==> src/rtl/tick_timer_pkg.sv <==
`timescale 1ns/1ps
package tick_timer_pkg;

  localparam int unsigned BUS_W         = 32;
  localparam int unsigned CTRL_FLAG_BIT = 16;
  localparam int unsigned CTRL_LOW_W    = 3;

  typedef enum logic [1:0] {
    SEL_CTRL   = 2'd0,
    SEL_RELOAD = 2'd1,
    SEL_COUNT  = 2'd2,
    SEL_CALIB  = 2'd3
  } reg_sel_e;

  // packed order gives bit2 = src_core, bit1 = irq_en, bit0 = run
  typedef struct packed {
    logic src_core;
    logic irq_en;
    logic run;
  } ctrl_t;

endpackage

==> src/rtl/tick_prescaler.sv <==
`timescale 1ns/1ps
module tick_prescaler #(
  parameter int unsigned DIV_W = 3
) (
  input  logic clk_i,
  input  logic rst_ni,
  input  logic run_i,
  output logic tick_o
);

  logic [DIV_W-1:0] div_q;
  logic [DIV_W-1:0] div_d;

  // phase restarts whenever the divided source is not in use
  always_comb begin
    if (run_i) begin
      div_d = div_q + DIV_W'(1);
    end else begin
      div_d = '0;
    end
  end

  always_ff @(posedge clk_i or negedge rst_ni) begin
    if (!rst_ni) begin
      div_q <= '0;
    end else begin
      div_q <= div_d;
    end
  end

  assign tick_o = run_i & (&div_q);

endmodule

==> src/rtl/tick_counter.sv <==
`timescale 1ns/1ps
module tick_counter #(
  parameter int unsigned CNT_W = 24
) (
  input  logic             clk_i,
  input  logic             rst_ni,
  input  logic             tick_i,
  input  logic             clear_i,
  input  logic [CNT_W-1:0] reload_i,
  output logic [CNT_W-1:0] count_o,
  output logic             hit_o
);

  logic [CNT_W-1:0] cnt_q;
  logic [CNT_W-1:0] cnt_d;
  logic             cnt_en;

  assign cnt_en = clear_i | tick_i;

  always_comb begin
    if (clear_i) begin
      cnt_d = '0;
    end else if (cnt_q == '0) begin
      cnt_d = reload_i;
    end else begin
      cnt_d = cnt_q - CNT_W'(1);
    end
  end

  always_ff @(posedge clk_i or negedge rst_ni) begin
    if (!rst_ni) begin
      cnt_q <= '0;
    end else if (cnt_en) begin
      cnt_q <= cnt_d;
    end
  end

  assign count_o = cnt_q;
  assign hit_o   = tick_i & ~clear_i & (cnt_q == CNT_W'(1));

endmodule

==> src/rtl/tick_regfile.sv <==
`timescale 1ns/1ps
module tick_regfile
  import tick_timer_pkg::*;
#(
  parameter int unsigned     ADDR_W    = 4,
  parameter int unsigned     CNT_W     = 24,
  parameter logic [CNT_W-1:0] CAL_VALUE = 'd22500
) (
  input  logic              clk_i,
  input  logic              rst_ni,
  input  logic              bus_sel_i,
  input  logic              bus_wr_i,
  input  logic [ADDR_W-1:0] bus_addr_i,
  input  logic [BUS_W-1:0]  bus_wdata_i,
  output logic [BUS_W-1:0]  bus_rdata_o,
  input  logic [CNT_W-1:0]  count_i,
  input  logic              hit_i,
  output ctrl_t             ctrl_o,
  output logic [CNT_W-1:0]  reload_o,
  output logic              count_clr_o,
  output logic              flag_o,
  output logic              irq_o
);

  localparam int unsigned PAD_W   = BUS_W - CNT_W;
  localparam int unsigned CAL_PAD = BUS_W - 2 - CNT_W;

  reg_sel_e         sel;
  logic             in_range;
  logic             acc;
  logic             wr_ctrl, wr_reload, wr_count, rd_ctrl;
  ctrl_t            ctrl_q, ctrl_d;
  logic [CNT_W-1:0] reload_q, reload_d;
  logic             flag_q, flag_d;
  logic             irq_q, irq_d;
  logic             unused_bits;

  assign in_range  = ((bus_addr_i >> 4) == '0);
  assign sel       = reg_sel_e'(bus_addr_i[3:2]);
  assign acc       = bus_sel_i & in_range;
  assign wr_ctrl   = acc &  bus_wr_i & (sel == SEL_CTRL);
  assign wr_reload = acc &  bus_wr_i & (sel == SEL_RELOAD);
  assign wr_count  = acc &  bus_wr_i & (sel == SEL_COUNT);
  assign rd_ctrl   = acc & ~bus_wr_i & (sel == SEL_CTRL);

  assign unused_bits = ^{bus_addr_i[1:0], bus_wdata_i[BUS_W-1:CNT_W]};

  // next-state logic
  always_comb begin
    ctrl_d   = ctrl_t'(bus_wdata_i[CTRL_LOW_W-1:0]);
    reload_d = bus_wdata_i[CNT_W-1:0];
    if (hit_i) begin
      flag_d = 1'b1;
    end else if (rd_ctrl | wr_count) begin
      flag_d = 1'b0;
    end else begin
      flag_d = flag_q;
    end
    irq_d = hit_i & ctrl_q.irq_en;
  end

  // registers with explicit enables
  always_ff @(posedge clk_i or negedge rst_ni) begin
    if (!rst_ni) begin
      ctrl_q   <= '0;
      reload_q <= '0;
      flag_q   <= 1'b0;
      irq_q    <= 1'b0;
    end else begin
      if (wr_ctrl) begin
        ctrl_q <= ctrl_d;
      end
      if (wr_reload) begin
        reload_q <= reload_d;
      end
      flag_q <= flag_d;
      irq_q  <= irq_d;
    end
  end

  // read mux
  always_comb begin
    bus_rdata_o = '0;
    if (acc & ~bus_wr_i) begin
      unique case (sel)
        SEL_CTRL: begin
          bus_rdata_o[CTRL_LOW_W-1:0] = ctrl_q;
          bus_rdata_o[CTRL_FLAG_BIT]  = flag_q;
        end
        SEL_RELOAD: bus_rdata_o = {{PAD_W{1'b0}}, reload_q};
        SEL_COUNT:  bus_rdata_o = {{PAD_W{1'b0}}, count_i};
        SEL_CALIB:  bus_rdata_o = {1'b0, 1'b1, {CAL_PAD{1'b0}}, CAL_VALUE};
        default:    bus_rdata_o = '0;
      endcase
    end
  end

  assign ctrl_o      = ctrl_q;
  assign reload_o    = reload_q;
  assign count_clr_o = wr_count;
  assign flag_o      = flag_q;
  assign irq_o       = irq_q;

endmodule

==> src/rtl/tick_timer.sv <==
`timescale 1ns/1ps
module tick_timer
  import tick_timer_pkg::*;
#(
  parameter int unsigned      ADDR_W    = 4,
  parameter int unsigned      CNT_W     = 24,
  parameter int unsigned      DIV_W     = 3,
  parameter logic [CNT_W-1:0] CAL_VALUE = 'd22500
) (
  input  logic              clk_i,
  input  logic              rst_ni,
  input  logic              bus_sel_i,
  input  logic              bus_wr_i,
  input  logic [ADDR_W-1:0] bus_addr_i,
  input  logic [31:0]       bus_wdata_i,
  output logic [31:0]       bus_rdata_o,
  output logic              irq_o
);

  ctrl_t            ctl;
  logic             run_en;
  logic             irq_en;
  logic             pre_run;
  logic             pre_tick;
  logic             tick;
  logic             hit;
  logic             cnt_clr;
  logic             flag_val;
  logic [CNT_W-1:0] cnt_val;
  logic [CNT_W-1:0] reload_val;

  assign run_en  = ctl.run;
  assign irq_en  = ctl.irq_en;
  assign pre_run = ctl.run & ~ctl.src_core;
  assign tick    = ctl.run & (ctl.src_core | pre_tick);

  tick_prescaler #(
    .DIV_W (DIV_W)
  ) u_pre (
    .clk_i  (clk_i),
    .rst_ni (rst_ni),
    .run_i  (pre_run),
    .tick_o (pre_tick)
  );

  tick_counter #(
    .CNT_W (CNT_W)
  ) u_cnt (
    .clk_i    (clk_i),
    .rst_ni   (rst_ni),
    .tick_i   (tick),
    .clear_i  (cnt_clr),
    .reload_i (reload_val),
    .count_o  (cnt_val),
    .hit_o    (hit)
  );

  tick_regfile #(
    .ADDR_W    (ADDR_W),
    .CNT_W     (CNT_W),
    .CAL_VALUE (CAL_VALUE)
  ) u_regs (
    .clk_i       (clk_i),
    .rst_ni      (rst_ni),
    .bus_sel_i   (bus_sel_i),
    .bus_wr_i    (bus_wr_i),
    .bus_addr_i  (bus_addr_i),
    .bus_wdata_i (bus_wdata_i),
    .bus_rdata_o (bus_rdata_o),
    .count_i     (cnt_val),
    .hit_i       (hit),
    .ctrl_o      (ctl),
    .reload_o    (reload_val),
    .count_clr_o (cnt_clr),
    .flag_o      (flag_val),
    .irq_o       (irq_o)
  );

endmodule

==> config.mk <==
export PLATFORM = sky130hd
export DESIGN_NAME = tick_timer
export DESIGN_NICKNAME = d
export VERILOG_FILES = /design/src/rtl/tick_timer_pkg.sv /design/src/rtl/tick_prescaler.sv /design/src/rtl/tick_counter.sv /design/src/rtl/tick_regfile.sv /design/src/rtl/tick_timer.sv
export SDC_FILE = /design/constraint.sdc
export NUM_CORES = 1
export LEC_CHECK = 0
export BUFFER_PORTS_ARGS = -buffer_cell sky130_fd_sc_hd__buf_2
export CORE_ASPECT_RATIO = 2
export CORE_MARGIN = 2
export CORE_UTILIZATION = 50
export DETAILED_ROUTE_END_ITERATION = 7
export HOLD_SLACK_MARGIN = 0.06
export PLACE_DENSITY = 0.77
export SETUP_SLACK_MARGIN = 0.3
export SLEW_MARGIN = 20
export SYNTH_ARGS = -nofsm -noshare
export SYNTH_HDL_FRONTEND = slang
export SYNTH_SLANG_ARGS = --single-unit
==> constraint.sdc <==
create_clock -name clk_i -period 1.85 [get_ports clk_i]
set_input_delay 0.185 -clock clk_i [delete_from_list [all_inputs] [get_ports clk_i]]
set_output_delay 0.185 -clock clk_i [all_outputs]
set_load 0.02 [all_outputs]
==> flow_summary.ini, run 1 <==
[place]
io_buffers = 55
place_hpwl_um = 7440
place_area_mm2 = 0.00430
gp_congestion = 0.971
pre_cts_slack_ps = -174

[drt]
drt-total-wl_um = 11600
drtIter0Drc = 453
vias = 3582
dr.pass1.iters = 5
drc = 0
ant_nets = 0
drt-vias-per-instance = 6.21
wl_per_cell_um = 20.1

[finish]
diodes = 0
drive_gt1_share_pct = 46.2
fillCellCount = 502
final_design_area_no_fill_mm2 = 0.00488
area_growth_pct = 39.6
fin_util_pct = 71.4
nNetsFinal = 531

[floorplan]
dieArea_mm2 = 0.00771
die_y_um = 122
die_w_um = 63.1
io_pins = 73
core-area_mm2 = 0.00683
start_util_pct = 51.1
rows = 43

[sta]
tightest_slew_ps = 590
worst_slack_ps = -282
setup_viol = 24
fmax_mhz = 469
whs_ps = 106
skew_ps = 6.48
min_period_ps = 2130
rsz0062_at_grt = true
slew_headroom_pct = 60.7
min_period_over_period_pct = 115
hold_violations = 0
slew_violations = 0

[global_route]
grt_pass1_wl_um = 17500
antenna_found_initial = 0
grt_pass1_vias = 3528
grt_max_degree = 57
grt_use_total_pct = 29.5
grt_overflow_total = 0

[clocking]
clock_sinks = 56
clk_pin_slew_worst_paths_ps = 70
numCtsBuffers = 5
cts_root_buf = clkbuf_16
htreeDepth = 2
clock_latency_ps = 300
clk_path_buf_depth = 2
cts_tree = built

[logic_synthesis]
yosysWarningCount = 0
synth_edf_count = 0
synth_cell_types = 59
synth-main-ff-cell = dfrtp_1
synth_area_mm2 = 0.00349
synthAdderAreaFrac_pct = 1.79
synth_top_area_share_pct = 40.1
synthCells = 372
synth_largest_area_cell = dfrtp_1
synth_top_family_by_area = simple AND/OR/NAND/NOR gates
seq_area_frac_synth_pct = 40.1
synthMuxAreaShare_pct = 12.7
syn_avg_cell_area_um2 = 9.39
synthArstFlopShare_pct = 100
synthSimpleGateAreaFrac_pct = 19.1
synth.area.top_cells = dfrtp_1 (40%), mux2_2 (8.4%), mux2i_1 (4.3%)
synth_compound_area_share_pct = 18.9
synth_xor_area_share_pct = 0.251
ys_ff_latch = 56

[critical_path]
worstSetupStartpoint = u_cnt.count_o[8]$_DFFE_PN0P_
cp_num_buf_inv = 0
worstSetupStartpointType = flip-flop
cp_slowest_stage_delay_ps = 530
cp_data_required_time_ps = 2040
r2r_start = u_cnt.count_o[8]$_DFFE_PN0P_
crit_path_max_fanout = 4
slowest_stage = or4_4
path_delay_family = simple AND/OR/NAND/NOR gates
worstPathArrival_ps = 2330
critPathKind = flip-flop to flip-flop
end_kind = flip-flop
path_cells = nor4_4, nand4b_4, or4_4, o22a_1, o221a_1

[power]
leakagePower_uw = 0.00226
cellPowerDensity_mw_per_mm2 = 1480
power.total_uw = 7210
ir_drop_uv = 1040

[run]
drv_cap = 0

[min_path]
hold_class = input port to flip-flop
hp-start = bus_wdata_i[19]

[status]
violations = negative setup slack
status = finished, violations left
==> worst paths after layout <==
check                                             endpoint  slack (ps)  cells after the start
min reg2reg                       u_pre.div_q[0]$_DFF_PN0_         440                      1
min in group asynchronous   u_regs.reload_o[1]$_DFFE_PN0P_         410                      3
min                        u_regs.reload_o[19]$_DFFE_PN0P_         110                      2
max in group asynchronous  u_regs.reload_o[15]$_DFFE_PN0P_        1160                      3
max reg2reg                  u_cnt.count_o[19]$_DFFE_PN0P_        -280                      5
max                          u_cnt.count_o[19]$_DFFE_PN0P_        -280                      5
==> per-layer routing <==
layer / track usage, % / part of all wire, % / vias to the layer above
met5: 0 / 0 / -
met4: 18.9 / 5.5 / 0
met3: 5.13 / 6.8 / 59
met2: 51.4 / 53 / 203
met1: 33.0 / 35 / 1733
li1: - / - / 1587
==> layout by cell type (no fill, tap or decap), types with 12 or more instances in the layout <==
cell type / n
a21oi_1: 14
a22oi_1: 12
buf_2: 51
buf_4: 65
buf_6: 13
dfrtp_1: 54
mux2_2: 26
mux2i_1: 14
nand2_1: 23
nor2_1: 25
o22ai_1: 12
==> worst reg2reg max path, delay by kind of cell, from the launching register on <==
| kind | cells | cell delay [ps] |
|---|---|---|
| AND/OR/NAND/NOR | 3 | 1170 |
| AO/OA/AOI/OAI | 2 | 420 |
| flip-flops | 1 | 420 |
==> state kept, by name, summed over array words and instances (netlist names) <==
register	count
u_regs.ctrl_o	3
u_pre.div_q	3
u_regs.flag_o	1
u_regs.reload_o	24
u_cnt.count_o	24
u_regs.irq_o	1
==> through the flow <==
stage / setup TNS, ps / cells
after global placement: -1560 / 558
after global routing: -6080 / 577
after floorplan: -1380 / 378
after detailed placement: -2530 / 558
after CTS: -2940 / 571
final: -4860 / 577
==> area by class of cell <==
type	instances	area [µm²]	share of cell area [%]
Clock buffer	6	129	2.64
Multi-Input combinational cell	275	2150	44.1
Tap cell	90	113	2.31
Inverter	13	48.8	1.00
Sequential cell	56	1400	28.8
Timing Repair Buffer	135	997	20.4
Clock inverter	2	35.0	0.718
==> report_power, final <==
group	leakage [µW]	total, µW	switching, µW	internal [µW]
Sequential	0.000712	1920	351	1570
Combinational	0.00146	4190	2230	1970
Clock	0.0000808	1100	459	639
Total	0.00226	7210	3030	4170
==> cell usage after synthesis (4+ instances only) <==
| cell type | count |
|---|---|
| mux2_2 | 26 |
| clkbuf_1 | 20 |
| a31oi_1 | 5 |
| nor2b_1 | 4 |
| o21ai_0 | 14 |
| ha_1 | 5 |
| nand2_1 | 24 |
| mux2i_1 | 15 |
| dfrtp_1 | 56 |
| inv_1 | 13 |
| nand3_1 | 9 |
| nor4_1 | 7 |
| o41ai_1 | 4 |
| nor3_1 | 11 |
| buf_4 | 7 |
| a21oi_1 | 17 |
| nor2_1 | 34 |
| o22ai_1 | 15 |
| nand4_1 | 6 |
| o21a_1 | 4 |
| o31ai_1 | 7 |
| a22oi_1 | 12 |
==> logic make-up (layout without fill, tap and decap cells) <==
kind of cell    count (synthesis)  in the layout
simple gates                  123            123
buf+inv                        47            156
xor+xnor                        1              1
other cells                     1              7
fa+ha+maj                       5              5
compound gates                 98             98
mux                            41             41
flops                          56             56
==> timing repair <==
item                       in CTS  in global routing
hold buffers                    1                  0
gates cloned                    1                  0
gates resized for setup        24                 46
setup buffers                   3                  6
setup endpoints to repair      37                 44
hold endpoints to repair       56                  0
pin swaps                      10                 13
Power figures use the tool's default switching activity.
==> run 2: changes to the inputs <==
clock period = 1.92 ns   (was 1.85 ns; I/O delays follow)
==> flow_summary.ini, run 2 (synthesis gave the netlist of run 1 again) <==
[critical_path]
reg2reg_slack_ps = -130
slowest_stage = or3_4
r2r_start = u_cnt.count_o[9]$_DFFE_PN0P_
crit_path_max_fanout = 8
crit_end = u_cnt.count_o[2]$_DFFE_PN0P_
cp_data_required_time_ps = 2090
end_kind = flip-flop
path_cells = nor4_4, buf_4, nand4b_4, or3_4, buf_12, mux2i_1, o22ai_1
path_delay_family = simple AND/OR/NAND/NOR gates
worstPathArrival_ps = 2230
cp_slowest_stage_delay_ps = 460
worstSetupStartpointType = flip-flop
worstSetupStartpoint = u_cnt.count_o[9]$_DFFE_PN0P_
cp_num_buf_inv = 2
crit_cells = 7
critPathKind = flip-flop to flip-flop
r2r-end = u_cnt.count_o[2]$_DFFE_PN0P_
rr_worst_depth = 7

[global_route]
grt_max_degree = 23
grt_overflow_total = 0
antenna_found_initial = 0
grt_pass1_vias = 3468
grt_use_total_pct = 28.4
grt_pass1_wl_um = 16900

[place]
place_hpwl_um = 7420
gp_congestion = 1.00
place_area_mm2 = 0.00422
pre_cts_slack_ps = -113
io_buffers = 55

[finish]
layout_commonest_cell = buf_4
nNetsFinal = 520
fillCellCount = 580
drive_gt1_share_pct = 41.0
final_design_area_no_fill_mm2 = 0.00465
layout_common_cells = buf_4 (62), dfrtp_1 (55), buf_2 (54)
area_growth_pct = 33.2
diodes = 0

[clocking]
clock_sinks = 56
htreeDepth = 2
clk_pin_slew_worst_paths_ps = 70
cts_root_buf = clkbuf_16
numCtsBuffers = 5
cts_tree = built
clock_latency_ps = 300
clk_path_buf_depth = 2

[drt]
vias = 3454
wl_per_cell_um = 18.6
drt-vias-per-instance = 6.10
drc = 0
drtIter0Drc = 300
drt-total-wl_um = 10500
dr.pass1.iters = 5
ant_nets = 0

[floorplan]
die_y_um = 122
core-area_mm2 = 0.00683
start_util_pct = 51.1
dieArea_mm2 = 0.00771
io_pins = 73
rows = 43
die_w_um = 63.1

[power]
intPower_uw = 3710
p_seq_share_pct = 29.0
cellPowerDensity_mw_per_mm2 = 1360
pwr-share-comb_pct = 56.2
leakagePower_uw = 0.00220
clkPwrFrac_pct = 14.9
p_sw_uw = 2620
power.total_uw = 6330
swShare_pct = 41.4
ir_drop_uv = 801

[sta]
tightest_slew_ps = 543
slew_headroom_pct = 63.5
hold_violations = 0
worst_slack_ps = -134
skew_ps = 2.88
setup_viol = 24
min_period_over_period_pct = 107
slew_violations = 0
fmax_mhz = 487
rsz0062_at_grt = true
whs_ps = 116
min_period_ps = 2050

[status]
status = finished, violations left
violations = negative setup slack

[min_path]
hold_class = input port to flip-flop

[run]
drv_cap = 0
-- run 2: cell types whose count changed in the layout (fill, tap and decap cells not counted), sizes merged --
cell    change
clkinv      -1
bufinv      -1
buf        -11
clkbuf      +2
-- run 2: how the worst min path moves through the flow --
stage / startpoint / endpoint / slack [ps] / depth (start not counted)
after detailed placement: rst_ni / u_pre.div_q[1]$_DFF_PN0_ / 180 / 1
final: bus_wdata_i[22] / u_regs.reload_o[22]$_DFFE_PN0P_ / 120 / 2
after global placement: rst_ni / u_pre.div_q[1]$_DFF_PN0_ / 170 / 1
after global routing: bus_wdata_i[14] / u_regs.reload_o[14]$_DFFE_PN0P_ / 120 / 2
after floorplan: rst_ni / u_cnt.count_o[0]$_DFFE_PN0P_ / -100 / 0
after CTS: bus_wdata_i[22] / u_regs.reload_o[22]$_DFFE_PN0P_ / 120 / 2
-- run 2: power by group through the flow --
stage | Combinational [µW] | Sequential, µW | Clock (µW)
2_1_floorplan | 1880 | 1810 | 0
3_3_place_gp | 3020 | 1820 | 0
3_5_place_dp | 3090 | 1840 | 0
4_1_cts | 3350 | 1820 | 951
5_1_grt | 3800 | 1870 | 1010
6_report | 3560 | 1830 | 943
-- run 2: stage by stage --
step / TNS [ps] / cells / utilization [%]
global placement: -213 / 551 / 61.8
detailed placement: -603 / 551 / 61.8
global route: -3600 / 566 / 68.1
finish: -1910 / 566 / 68.1
CTS: -1090 / 564 / 66.5
floorplan: -167 / 378 / -
-- run 2: area by class of cell --
cell class | count | area, µm² | share of cell area (%)
Multi-Input combinational cell | 275 | 2060 | 44.4
Timing Repair Buffer | 124 | 878 | 18.9
Inverter | 13 | 48.8 | 1.05
Tap cell | 90 | 113 | 2.42
Sequential cell | 56 | 1400 | 30.2
Clock buffer | 8 | 146 | 3.15
-- run 2: routing by layer --
metal	wire length [µm]	track usage (%)
met2	5630	50.8
met5	0	0
met4	356	14.0
met3	679	4.77
met1	3870	32.5
-- run 2: worst register-to-register path, delay by kind of cell, from the launching register on --
family                 cells  cell delay (ps)
flip-flops                 1              410
multiplexers               1              170
AO/OA/AOI/OAI              1              110
buffers and inverters      2              370
AND/OR/NAND/NOR            3              870
-- run 2: repair_timing --
| item | 4_1_cts | 5_1_grt |
|---|---|---|
| setup endpoints to repair | 27 | 39 |
| pin swaps | 1 | 6 |
| hold endpoints to repair | 20 | 0 |
| resized for setup | 21 | 17 |
| hold buffers | 1 | 0 |
| buffers inserted | 2 | 2 |
| gates cloned | 2 | 0 |
